[src/rtl/mdio_master_pkg.sv]
// Package: shared constants and the captured request type of the MDIO master.
// Assumes the register field positions below are what software decodes.
package mdio_master_pkg;
    localparam int BUS_AW      = 8;
    localparam int BUS_DW      = 32;
    localparam int DIV_W       = 8;
    localparam int PHY_W       = 5;
    localparam int SEL_W       = 5;
    localparam int WORD_W      = 16;
    localparam int FRAME_BITS  = 64;
    localparam int PRE_BITS    = 32;

    localparam logic [BUS_AW-1:0] OFS_MODE  = 8'h40;
    localparam logic [BUS_AW-1:0] OFS_ADDR  = 8'h44;
    localparam logic [BUS_AW-1:0] OFS_WDATA = 8'h48;
    localparam logic [BUS_AW-1:0] OFS_RDATA = 8'h4C;
    localparam logic [BUS_AW-1:0] OFS_CMD   = 8'h50;

    localparam int POS_C45     = 8;
    localparam int POS_MDCSEL  = 12;
    localparam int POS_PHY     = 8;
    localparam int POS_GO      = 8;
    localparam int POS_BUSY    = 16;

    typedef struct packed {
        logic              c45;
        logic [1:0]        code;
        logic [PHY_W-1:0]  phy;
        logic [SEL_W-1:0]  sel;
        logic [WORD_W-1:0] data;
    } mdio_req_t;
endpackage

[src/rtl/mdio_regs.sv]
// Module: register file of the MDIO master.
// Holds mode, address, write data, read data and the last command code.
// Turns a valid command write into a one-cycle start. Assumes one access per cycle.
module mdio_regs
    import mdio_master_pkg::*;
#(
    parameter logic [DIV_W-1:0] RESET_DIV = 8'hFF
) (
    input  logic              clk,
    input  logic              rst_n,
    input  logic              bus_wr,
    input  logic [BUS_AW-1:0] bus_addr,
    input  logic [BUS_DW-1:0] bus_wdata,
    output logic [BUS_DW-1:0] bus_rdata,
    input  logic              busy,
    input  logic              rd_load,
    input  logic [WORD_W-1:0] rd_value,
    output logic              start,
    output mdio_req_t         req,
    output logic [DIV_W-1:0]  div
);
    logic [DIV_W-1:0]  div_q;
    logic              c45_q;
    logic              mdcsel_q;
    logic [PHY_W-1:0]  phy_q;
    logic [SEL_W-1:0]  sel_q;
    logic [WORD_W-1:0] wdata_q;
    logic [WORD_W-1:0] rdata_q;
    logic [1:0]        code_q;
    logic              cmd_hit;
    logic              code_ok;

    // Decode a command write and check its code against the current format.
    always_comb begin
        cmd_hit = bus_wr && (bus_addr == OFS_CMD) && bus_wdata[POS_GO];
        code_ok = c45_q ? (bus_wdata[1:0] != 2'd3) : !bus_wdata[1];
        start   = cmd_hit && code_ok && !busy;
    end

    // Capture configuration register writes.
    always_ff @(posedge clk) begin
        if (!rst_n) begin
            div_q    <= RESET_DIV;
            c45_q    <= 1'b0;
            mdcsel_q <= 1'b0;
            phy_q    <= '0;
            sel_q    <= '0;
            wdata_q  <= '0;
        end else if (bus_wr) begin
            case (bus_addr)
                OFS_MODE: begin
                    div_q    <= bus_wdata[DIV_W-1:0];
                    c45_q    <= bus_wdata[POS_C45];
                    mdcsel_q <= bus_wdata[POS_MDCSEL];
                end
                OFS_ADDR: begin
                    phy_q <= bus_wdata[POS_PHY +: PHY_W];
                    sel_q <= bus_wdata[SEL_W-1:0];
                end
                OFS_WDATA: wdata_q <= bus_wdata[WORD_W-1:0];
                default: ;
            endcase
        end
    end

    // Remember the code of the last accepted command.
    always_ff @(posedge clk) begin
        if (!rst_n)     code_q <= '0;
        else if (start) code_q <= bus_wdata[1:0];
    end

    // Load read data when a read frame completes.
    always_ff @(posedge clk) begin
        if (!rst_n)       rdata_q <= '0;
        else if (rd_load) rdata_q <= rd_value;
    end

    // Read-back multiplexer.
    always_comb begin
        bus_rdata = '0;
        case (bus_addr)
            OFS_MODE: begin
                bus_rdata[DIV_W-1:0]  = div_q;
                bus_rdata[POS_C45]    = c45_q;
                bus_rdata[POS_MDCSEL] = mdcsel_q;
            end
            OFS_ADDR: begin
                bus_rdata[POS_PHY +: PHY_W] = phy_q;
                bus_rdata[SEL_W-1:0]        = sel_q;
            end
            OFS_WDATA: bus_rdata[WORD_W-1:0] = wdata_q;
            OFS_RDATA: bus_rdata[WORD_W-1:0] = rdata_q;
            OFS_CMD: begin
                bus_rdata[POS_BUSY] = busy;
                bus_rdata[1:0]      = code_q;
            end
            default: ;
        endcase
    end

    // Present the request; the code comes straight from the command write.
    always_comb begin
        req      = '{c45: c45_q, code: bus_wdata[1:0], phy: phy_q, sel: sel_q, data: wdata_q};
        div      = div_q;
    end

    assert_busy_start_ignored_R9: assert property (@(posedge clk) disable iff (!rst_n)
        (cmd_hit && busy) |=> $stable(code_q));
endmodule

[src/rtl/mdio_clkdiv.sv]
// Module: MDC generator.
// Counts N+1 system clocks per MDC period (N of 0 treated as 1). The low phase
// comes first. Flags the edges where MDC rises and falls. Stays low while run is 0.
module mdio_clkdiv
    import mdio_master_pkg::*;
(
    input  logic             clk,
    input  logic             rst_n,
    input  logic             run,
    input  logic [DIV_W-1:0] div,
    output logic             mdc,
    output logic             rise_evt,
    output logic             fall_evt
);
    logic [DIV_W-1:0] cnt_q;
    logic [DIV_W-1:0] neff;
    logic [DIV_W:0]   low_len;
    logic             mdc_q;

    // Effective divider and the length of the low phase.
    always_comb begin
        neff     = (div == '0) ? DIV_W'(1) : div;
        low_len  = ({1'b0, neff} + 1'b1) >> 1;
        rise_evt = run && ({1'b0, cnt_q} == low_len - 1'b1);
        fall_evt = run && (cnt_q == neff);
    end

    // Phase counter, cleared while idle and at the end of each period.
    always_ff @(posedge clk) begin
        if (!rst_n || !run) cnt_q <= '0;
        else if (fall_evt)  cnt_q <= '0;
        else                cnt_q <= cnt_q + 1'b1;
    end

    // MDC level register.
    always_ff @(posedge clk) begin
        if (!rst_n || !run) mdc_q <= 1'b0;
        else if (rise_evt)  mdc_q <= 1'b1;
        else if (fall_evt)  mdc_q <= 1'b0;
    end

    assign mdc = mdc_q;

    assert_mdc_idle_low_R11: assert property (@(posedge clk) disable iff (!rst_n)
        !run |-> !mdc);
    assert_rise_from_low_R3: assert property (@(posedge clk) disable iff (!rst_n)
        rise_evt |-> !mdc);
    assert_count_bound_R3: assert property (@(posedge clk) disable iff (!rst_n)
        run |-> (cnt_q <= neff));
endmodule

[src/rtl/mdio_seq.sv]
// Module: frame sequencer.
// Latches a 64-bit frame and the divider at start. Shifts one bit out per MDC
// falling edge. Releases MDIO for the read turnaround and data, and samples read
// bits on MDC rising edges. Assumes start only arrives while idle.
module mdio_seq
    import mdio_master_pkg::*;
(
    input  logic              clk,
    input  logic              rst_n,
    input  logic              start,
    input  mdio_req_t         req,
    input  logic [DIV_W-1:0]  div_in,
    input  logic              rise_evt,
    input  logic              fall_evt,
    input  logic              mdio_in,
    output logic              busy,
    output logic [DIV_W-1:0]  div_run,
    output logic              mdio_out,
    output logic              mdio_oe,
    output logic              rd_load,
    output logic [WORD_W-1:0] rd_value
);
    localparam int IDX_W    = $clog2(FRAME_BITS);
    localparam int LAST_IDX = FRAME_BITS - 1;
    localparam int TA_IDX   = FRAME_BITS - WORD_W - 2;
    localparam int DAT_IDX  = FRAME_BITS - WORD_W;

    logic [FRAME_BITS-1:0] frame_n;
    logic [FRAME_BITS-1:0] frame_q;
    logic                  rd_n;
    logic                  rd_q;
    logic                  busy_q;
    logic [IDX_W-1:0]      idx_q;
    logic [DIV_W-1:0]      div_q;
    logic [WORD_W-1:0]     sh_q;
    logic [1:0]            st;
    logic [1:0]            op;

    // Assemble the frame for the requested format and access code.
    always_comb begin
        st   = req.c45 ? 2'b00 : 2'b01;
        rd_n = req.c45 ? (req.code == 2'd2) : (req.code == 2'd0);
        if (req.c45) op = (req.code == 2'd2) ? 2'b11 : {1'b0, req.code[0]};
        else         op = req.code[0] ? 2'b01 : 2'b10;
        frame_n = {{PRE_BITS{1'b1}}, st, op, req.phy, req.sel, 2'b10,
                   rd_n ? {WORD_W{1'b0}} : req.data};
    end

    // Frame state: latch at start, advance on each MDC falling edge.
    always_ff @(posedge clk) begin
        if (!rst_n) begin
            busy_q  <= 1'b0;
            frame_q <= '0;
            rd_q    <= 1'b0;
            idx_q   <= '0;
            div_q   <= '0;
        end else if (start) begin
            busy_q  <= 1'b1;
            frame_q <= frame_n;
            rd_q    <= rd_n;
            idx_q   <= '0;
            div_q   <= div_in;
        end else if (busy_q && fall_evt) begin
            if (idx_q == IDX_W'(LAST_IDX)) begin
                busy_q <= 1'b0;
            end else begin
                idx_q   <= idx_q + 1'b1;
                frame_q <= {frame_q[FRAME_BITS-2:0], 1'b0};
            end
        end
    end

    // Shift in read data on MDC rising edges of the data field.
    always_ff @(posedge clk) begin
        if (!rst_n)                                                  sh_q <= '0;
        else if (busy_q && rd_q && rise_evt && idx_q >= IDX_W'(DAT_IDX)) sh_q <= {sh_q[WORD_W-2:0], mdio_in};
    end

    // Output drive and completion strobe.
    always_comb begin
        mdio_out = frame_q[FRAME_BITS-1];
        mdio_oe  = busy_q && !(rd_q && idx_q >= IDX_W'(TA_IDX));
        rd_load  = busy_q && fall_evt && rd_q && (idx_q == IDX_W'(LAST_IDX));
        rd_value = sh_q;
        busy     = busy_q;
        div_run  = div_q;
    end

    assert_start_only_idle_R9: assert property (@(posedge clk) disable iff (!rst_n)
        start |-> !busy_q);
    assert_out_changes_on_fall_R12: assert property (@(posedge clk) disable iff (!rst_n)
        (busy_q && !fall_evt) |=> $stable(mdio_out));
    assert_busy_holds_R8: assert property (@(posedge clk) disable iff (!rst_n)
        (busy_q && !fall_evt) |=> busy_q);
    assert_frame_full_length_R3: assert property (@(posedge clk) disable iff (!rst_n)
        $fell(busy_q) |-> ($past(idx_q) == IDX_W'(LAST_IDX)));
endmodule

[src/rtl/mdio_master.sv]
// Module: top of the register-mapped MDIO master.
// Connects the register file, the MDC generator and the frame sequencer.
// Assumes mdio_in carries the resolved, pulled-up MDIO line.
module mdio_master
    import mdio_master_pkg::*;
#(
    parameter logic [7:0] RESET_DIV = 8'hFF
) (
    input  logic        clk,
    input  logic        rst_n,
    input  logic        bus_wr,
    input  logic [7:0]  bus_addr,
    input  logic [31:0] bus_wdata,
    output logic [31:0] bus_rdata,
    output logic        mdc,
    output logic        mdio_out,
    output logic        mdio_oe,
    input  logic        mdio_in
);
    logic              start;
    mdio_req_t         req;
    logic [DIV_W-1:0]  div_cfg;
    logic [DIV_W-1:0]  div_run;
    logic              busy;
    logic              rise_evt;
    logic              fall_evt;
    logic              rd_load;
    logic [WORD_W-1:0] rd_value;

    mdio_regs #(.RESET_DIV(RESET_DIV)) u_regs (
        .clk(clk), .rst_n(rst_n), .bus_wr(bus_wr), .bus_addr(bus_addr),
        .bus_wdata(bus_wdata), .bus_rdata(bus_rdata), .busy(busy),
        .rd_load(rd_load), .rd_value(rd_value), .start(start), .req(req),
        .div(div_cfg)
    );

    mdio_clkdiv u_clkdiv (
        .clk(clk), .rst_n(rst_n), .run(busy), .div(div_run), .mdc(mdc),
        .rise_evt(rise_evt), .fall_evt(fall_evt)
    );

    mdio_seq u_seq (
        .clk(clk), .rst_n(rst_n), .start(start), .req(req), .div_in(div_cfg),
        .rise_evt(rise_evt), .fall_evt(fall_evt), .mdio_in(mdio_in),
        .busy(busy), .div_run(div_run), .mdio_out(mdio_out), .mdio_oe(mdio_oe),
        .rd_load(rd_load), .rd_value(rd_value)
    );
endmodule

[config.mk]
export PLATFORM = sky130hd
export DESIGN_NAME = mdio_master
export DESIGN_NICKNAME = d
export VERILOG_FILES = /design/src/rtl/mdio_master_pkg.sv /design/src/rtl/mdio_regs.sv /design/src/rtl/mdio_clkdiv.sv /design/src/rtl/mdio_seq.sv /design/src/rtl/mdio_master.sv
export SDC_FILE = /design/constraint.sdc
export NUM_CORES = 1
export LEC_CHECK = 0
export ABC_AREA = 1
export BUFFER_PORTS_ARGS = -buffer_cell sky130_fd_sc_hd__buf_2
export CAP_MARGIN = 0
export CORE_UTILIZATION = 45
export CTS_BUF_LIST = sky130_fd_sc_hd__clkbuf_8
export DETAILED_ROUTE_END_ITERATION = 16
export PLACE_DENSITY = 0.64
export SLEW_MARGIN = 20
export SYNTH_ARGS = -nofsm -noshare
export SYNTH_HDL_FRONTEND = slang
export SYNTH_SLANG_ARGS = --single-unit
[constraint.sdc]
create_clock -name clk -period 2.64 [get_ports clk]
set_clock_uncertainty 0.05 [all_clocks]
set_input_delay 0.528 -clock clk [delete_from_list [all_inputs] [get_ports clk]]
set_output_delay 0.528 -clock clk [all_outputs]
set_load 0.02 [all_outputs]
Word level (Yosys, flattened, before mapping)

Index checks and enable logic that the tools add are counted.

Register bits: 159
Input bits: 44
Output and inout bits: 35
Logic and storage cells: 92

$add $sub $neg: 4
Magnitude comparators: 2
Equal/unequal tests: 11
Multiplexer cells: 24
Bitwise logic cells: 2
Reductions and logical operators: 32

Operators with widths:

| kind                | count |
|---|---|
| $mux 64             | 3 |
| $eq 8x7->1 const B  | 5 |
| $pmux 3 s3          | 2 |
| $mux 16             | 1 |
| $logic_and 1x1->1   | 14 |
| $ge 6x6->1 const B  | 2 |
| $pmux 3 s4          | 1 |
| $reduce_and 2->1    | 6 |
| $pmux 2 s5          | 1 |
| $add 8x1->9 const B | 1 |
| $eq 8x9->1          | 1 |
| $mux 1              | 9 |
| $sub 8x1->9 const B | 1 |
| $add 8x1->8 const B | 1 |
| $eq 8x8->1          | 1 |
| $logic_not 8->1     | 1 |
| $mux 8              | 1 |
| $pmux 1 s4          | 2 |
| $add 6x1->6 const B | 1 |
| $eq 6x6->1 const B  | 1 |
| $mux 2              | 3 |
| $pmux 3 s2          | 1 |
| $reduce_bool 2->1   | 3 |
| $logic_not 1->1     | 4 |
| other kinds (6)     | 9 |

Depth between registers and ports, before layout

Depth after elaboration: 8
Gate-level depth with buffers: 17
Depth with buffers taken out: 16

Modules after synthesis

From an unflattened synthesis, not the netlist that was laid out.

Cells, all modules: 1286
Area, all modules: 8250.4 sq um

By module, submodules not included:

| module      | instances | cells each | area an instance (sq um) | seq. area each (sq um) |
|---|---|---|---|---|
| mdio_seq    | 1         | 668        | 4441.8                   | 1921.8 |
| mdio_regs   | 1         | 445        | 2803.9                   | 1081.0 |
| mdio_clkdiv | 1         | 173        | 1004.7                   | 180.2 |

Worst setup path before layout

No wires, ideal clock.

Path type: input port to output port
From: in bus_addr[5]
To: out bus_rdata[12]
Arrival: 1935 ps
Required time: 2062 ps
Setup slack: 127 ps
Cell stages on the path: 8
Path buffers: 1
Cells stage by stage: nor2_1 > nand2_1 > nor2_1 > nand3b_1 > nor2_1 > inv_1 > clkbuf_1 > o21ai_0

Word-level cells in the longest chain between the ends: 2
Elaborated cells between the ends (all ways): 5
Those cells by class: eq/ne: 4; mux: 1

RTL lines:

| item         | RTL line          | source |
|---|---|---|
| from (decl)  | mdio_master.sv:12 | `input logic [7:0] bus_addr,` |
| $eq 8x7->1   | mdio_regs.sv:81   | `case (bus_addr)` |
| $pmux 1 s4 * | mdio_regs.sv:81   |  |
| to (decl)    | mdio_master.sv:14 | `output logic [31:0] bus_rdata,` |

Mark *: on every way between the ends. The rest lies on a longest branch, timed or not.

Worst setup path in the final report

From: in bus_addr[1]
To: out bus_rdata[1]

Word-level cells in the longest chain between the ends: 2
Elaborated cells between the ends (all ways): 6
Those cells by class: eq/ne: 5; mux: 1

RTL lines:

| item         | RTL line |
|---|---|
| $eq 8x7->1   | mdio_regs.sv:81 |
| $pmux 2 s5 * | mdio_regs.sv:81 |

Marks and branches as above.

==> impl_results.md <==
* Max_cap viols at 0
* Final setup viols at 0
* Clk root buf: clkbuf_8
* Clk sink count at 159
* Row count at 46
* Leading register cell type out of synthesis: dfxtp_1
* CTS tree: yes
* Setup TNS at 0 ps
* Netlist cell types at 44
* H-tree lvl count at 4
* Die W at 129 um
* FF+latch count, synth at 159
* Vias per cell at 4.99
* TritonRoute pass-1 iters at 9
* Crit-path max FO at 3
* Crit path required time at 2060 ps
* Tcrit/Tclk final at 97.2%
* WL per Instance at 13.4 um
* Area Growth Syn to Fin at 14.1%
* I/O pin count at 79
* Peak Freq at 390 MHz
* Setup slack, reg-to-reg at 170 ps
* CTS Hold Bufs at 0
* Area share of the largest cell type after synthesis at 43.8%
* Yosys top cell by area: dfxtp_1
* Hold slack at 244 ps
* Tightest Pin Transition at 656 ps
* Total Routing Usage GR at 21.8%
* HP Class: input pin to flop
* Total CTS buffers at 17
* Post-DP HPWL at 12.0 mm
* Vias at 6458
* Final net count at 1114
* Worst skew pair latency at 460 ps
* Seq/Total Area, Yosys at 43.8%
* Min Tclk post-route at 2570 ps
* Leak at 0.00351 uW
* Number of routed nets with antenna violations at 0
* Setup crit start kind: input pin
* Peak VDD IR at 321 uV
* Synth Area in Compound Gates at 18.8%
* Initial DRC Count at 415
* Synth Area per Inst at 7.17 um^2
* XOR/XNOR share of the synthesized area at 1.69%
* Port buffer count at 47
* Largest family of logic cells by synthesized area: simple AND/OR/NAND/NOR gates
* Global route total overflow at 0
* Clk buf depth at 2
* Yosys warns at 0
* Crit path to: bus_rdata[1]
* Routability cong. at 0.830
* Die area at 16700 um^2
* Remaining DRCs at 0
* Initial antenna violation count at 0
* Number of global-route vias before repair at 5706
* Max transition margin at 56.2%
* Count of final hold-check violations at 0
* WS Path Type: input pin to output port
* Final Power at 4390 uW
* Mapped cell area at 7270 um^2
* Crit path launch: bus_addr[1]
* R2r endpoint: u_seq.rd_value[2]
* Post-synth ARST share at 0%
* Setup WS post-layout at 72.8 ps
* Worst Reg2Reg Path Length in Cells at 16
* Worst reg2reg path startpoint: u_seq.div_run[4]
* Chip height at 129 um
* Final max-slew violation count at 0
* Ranking of synthesized cells by area: dfxtp_1, nand2_1, inv_1
* Post-Place Setup Slack at -54.4 ps
* Clk slew on worst S/H paths at 90 ps
* Post-synthesis mux area share at 0%
* Ant diodes at 0
* Largest net degree at the start of global routing at 98
* Unrepaired setup endpoints after global routing: true
* Mapped Cells at 1014
* Critical Path AT at 1990 ps
* CORE AREA at 15800 um^2
* Outcome: complete, no violations
* Pwr/cell area at 529 nW/um^2
* Initial Utilization at 46.0%
* Routed wire length at 17.3 mm
* Post-synth EDFFs at 0
* Post-synthesis simple-gate area fraction at 23.0%
* Fraction of layout cells with a size suffix above 1 at 15.3%
* First-pass GRT wire length at 28.6 mm
* Adder-cell area share of the yosys netlist at 0.688%
* Setup crit end kind: output port
## through the flow
stage	instances	utilization, %	area, um^2
6_report	1295	52.4	8300
5_1_grt	1295	52.4	8300
4_1_cts	1292	51.8	8200
3_5_place_dp	1260	49.3	7800
3_3_place_gp	1260	49.3	7800
2_1_floorplan	1028	-	7330
## power breakdown
| part | switching [uW] | internal [uW] |
|---|---|---|
| combinational | 114 | 43.2 |
| sequential | 2.50 | 2400 |
| clock | 975 | 860 |
| total | 1090 | 3300 |
## critical path: stages
cell,delay (ps)
buf_2,90
or2_1,250
nor2_2,150
nand2_2,100
nor3_4,240
inv_1,120
o22ai_2,100
a21oi_1,90
o221ai_1,120
buf_4,190
## final cells by class
cell class	instances	area [um^2]
sequential	159	3190
timing repair buffer	83	571
clock inverter	15	163
fill	1591	7530
inverter	141	529
tap	216	270
multi-input combinational	664	3350
clock buffer	17	234
## synthesized netlist by cell type, types with 2 or more instances
| library cell | count |
|---|---|
| a211oi_1 | 9 |
| a211oi_2 | 4 |
| a21oi_1 | 98 |
| a221oi_1 | 2 |
| buf_2 | 13 |
| buf_4 | 19 |
| buf_6 | 2 |
| clkbuf_1 | 30 |
| dfxtp_1 | 159 |
| ha_1 | 4 |
| inv_1 | 134 |
| inv_2 | 7 |
| nand2_1 | 192 |
| nand2_2 | 4 |
| nand3_1 | 50 |
| nand3b_1 | 2 |
| nand4_1 | 7 |
| nor2_1 | 103 |
| nor2_2 | 8 |
| nor2_4 | 2 |
| nor3_1 | 6 |
| nor3_2 | 3 |
| nor4_1 | 2 |
| o211ai_1 | 10 |
| o21ai_0 | 86 |
| o21ai_1 | 5 |
| o21bai_1 | 2 |
| o221ai_1 | 7 |
| o22ai_1 | 17 |
| xnor2_1 | 7 |
| xor2_1 | 7 |
## routing by layer
layer | track usage [%] | vias up | share of wire (%)
met5 | 0 | - | 0
li1 | - | 3358 | -
met2 | 33.7 | 128 | 45
met4 | 5.81 | 0 | 1.1
met3 | 4.87 | 17 | 4.5
met1 | 30.5 | 2955 | 50
## placed cells by master, fill, tap and decap left out, types with 3 or more instances in the layout
cell and count:
o221ai_1 7, xor2_1 7, buf_2 46, o22ai_2 4, nand3_1 48, xnor2_1 6
buf_12 5, a211oi_1 9, nor3_1 6, a211oi_2 4, nand2_2 6, o211ai_1 10
inv_1 135, conb_1 15, a21oi_1 98, buf_4 32, clkinvlp_4 3, nor2_1 98
nand3_2 3, o21ai_0 86, ha_1 3, inv_2 9, nor2_4 3, inv_8 3
nand4_1 7, o22ai_1 13, inv_6 4, dfxtp_1 157, clkbuf_8 17, nor2_2 12
nand2_1 190, o21ai_1 5
## registers in the layout, summed over array words and instances, names as in the netlist
signal           cells
u_seq.idx_q          6
u_seq.rd_value      16
u_clkdiv.cnt_q       8
u_regs.div           8
u_seq.div_run        8
u_regs.wdata_q      16
u_regs.c45_q         1
u_regs.rdata_q      16
u_seq.frame_q       64
u_regs.mdcsel_q      1
u_regs.sel_q         5
u_regs.phy_q         5
u_seq.rd_q           1
u_seq.busy           1
u_regs.code_q        2
u_clkdiv.mdc         1
## repair_timing
action                     in CTS  in global routing
setup buffers                   0                  3
hold endpoints to repair        0                  0
setup endpoints to repair       1                 31
pin swaps                       0                  7
resized for setup               1                 21
## worst min-delay path by stage
stage,from,to,cells after the start
after floorplan,u_regs.rdata_q[0],u_regs.rdata_q[0],2
after global placement,u_regs.rdata_q[9],u_regs.rdata_q[9],2
after detailed placement,u_regs.rdata_q[9],u_regs.rdata_q[9],2
after CTS,mdio_in,u_seq.rd_value[0],3
after global routing,mdio_in,u_seq.rd_value[0],3
final,mdio_in,u_seq.rd_value[0],3
## kinds of logic after synthesis
family,count (synthesis)
simple gates,387
compound gates,244
buf+inv,205
flops,159
xor+xnor,14
fa+ha+maj,4
other cells,1
No activity file was read; power rests on OpenSTA's default activity.
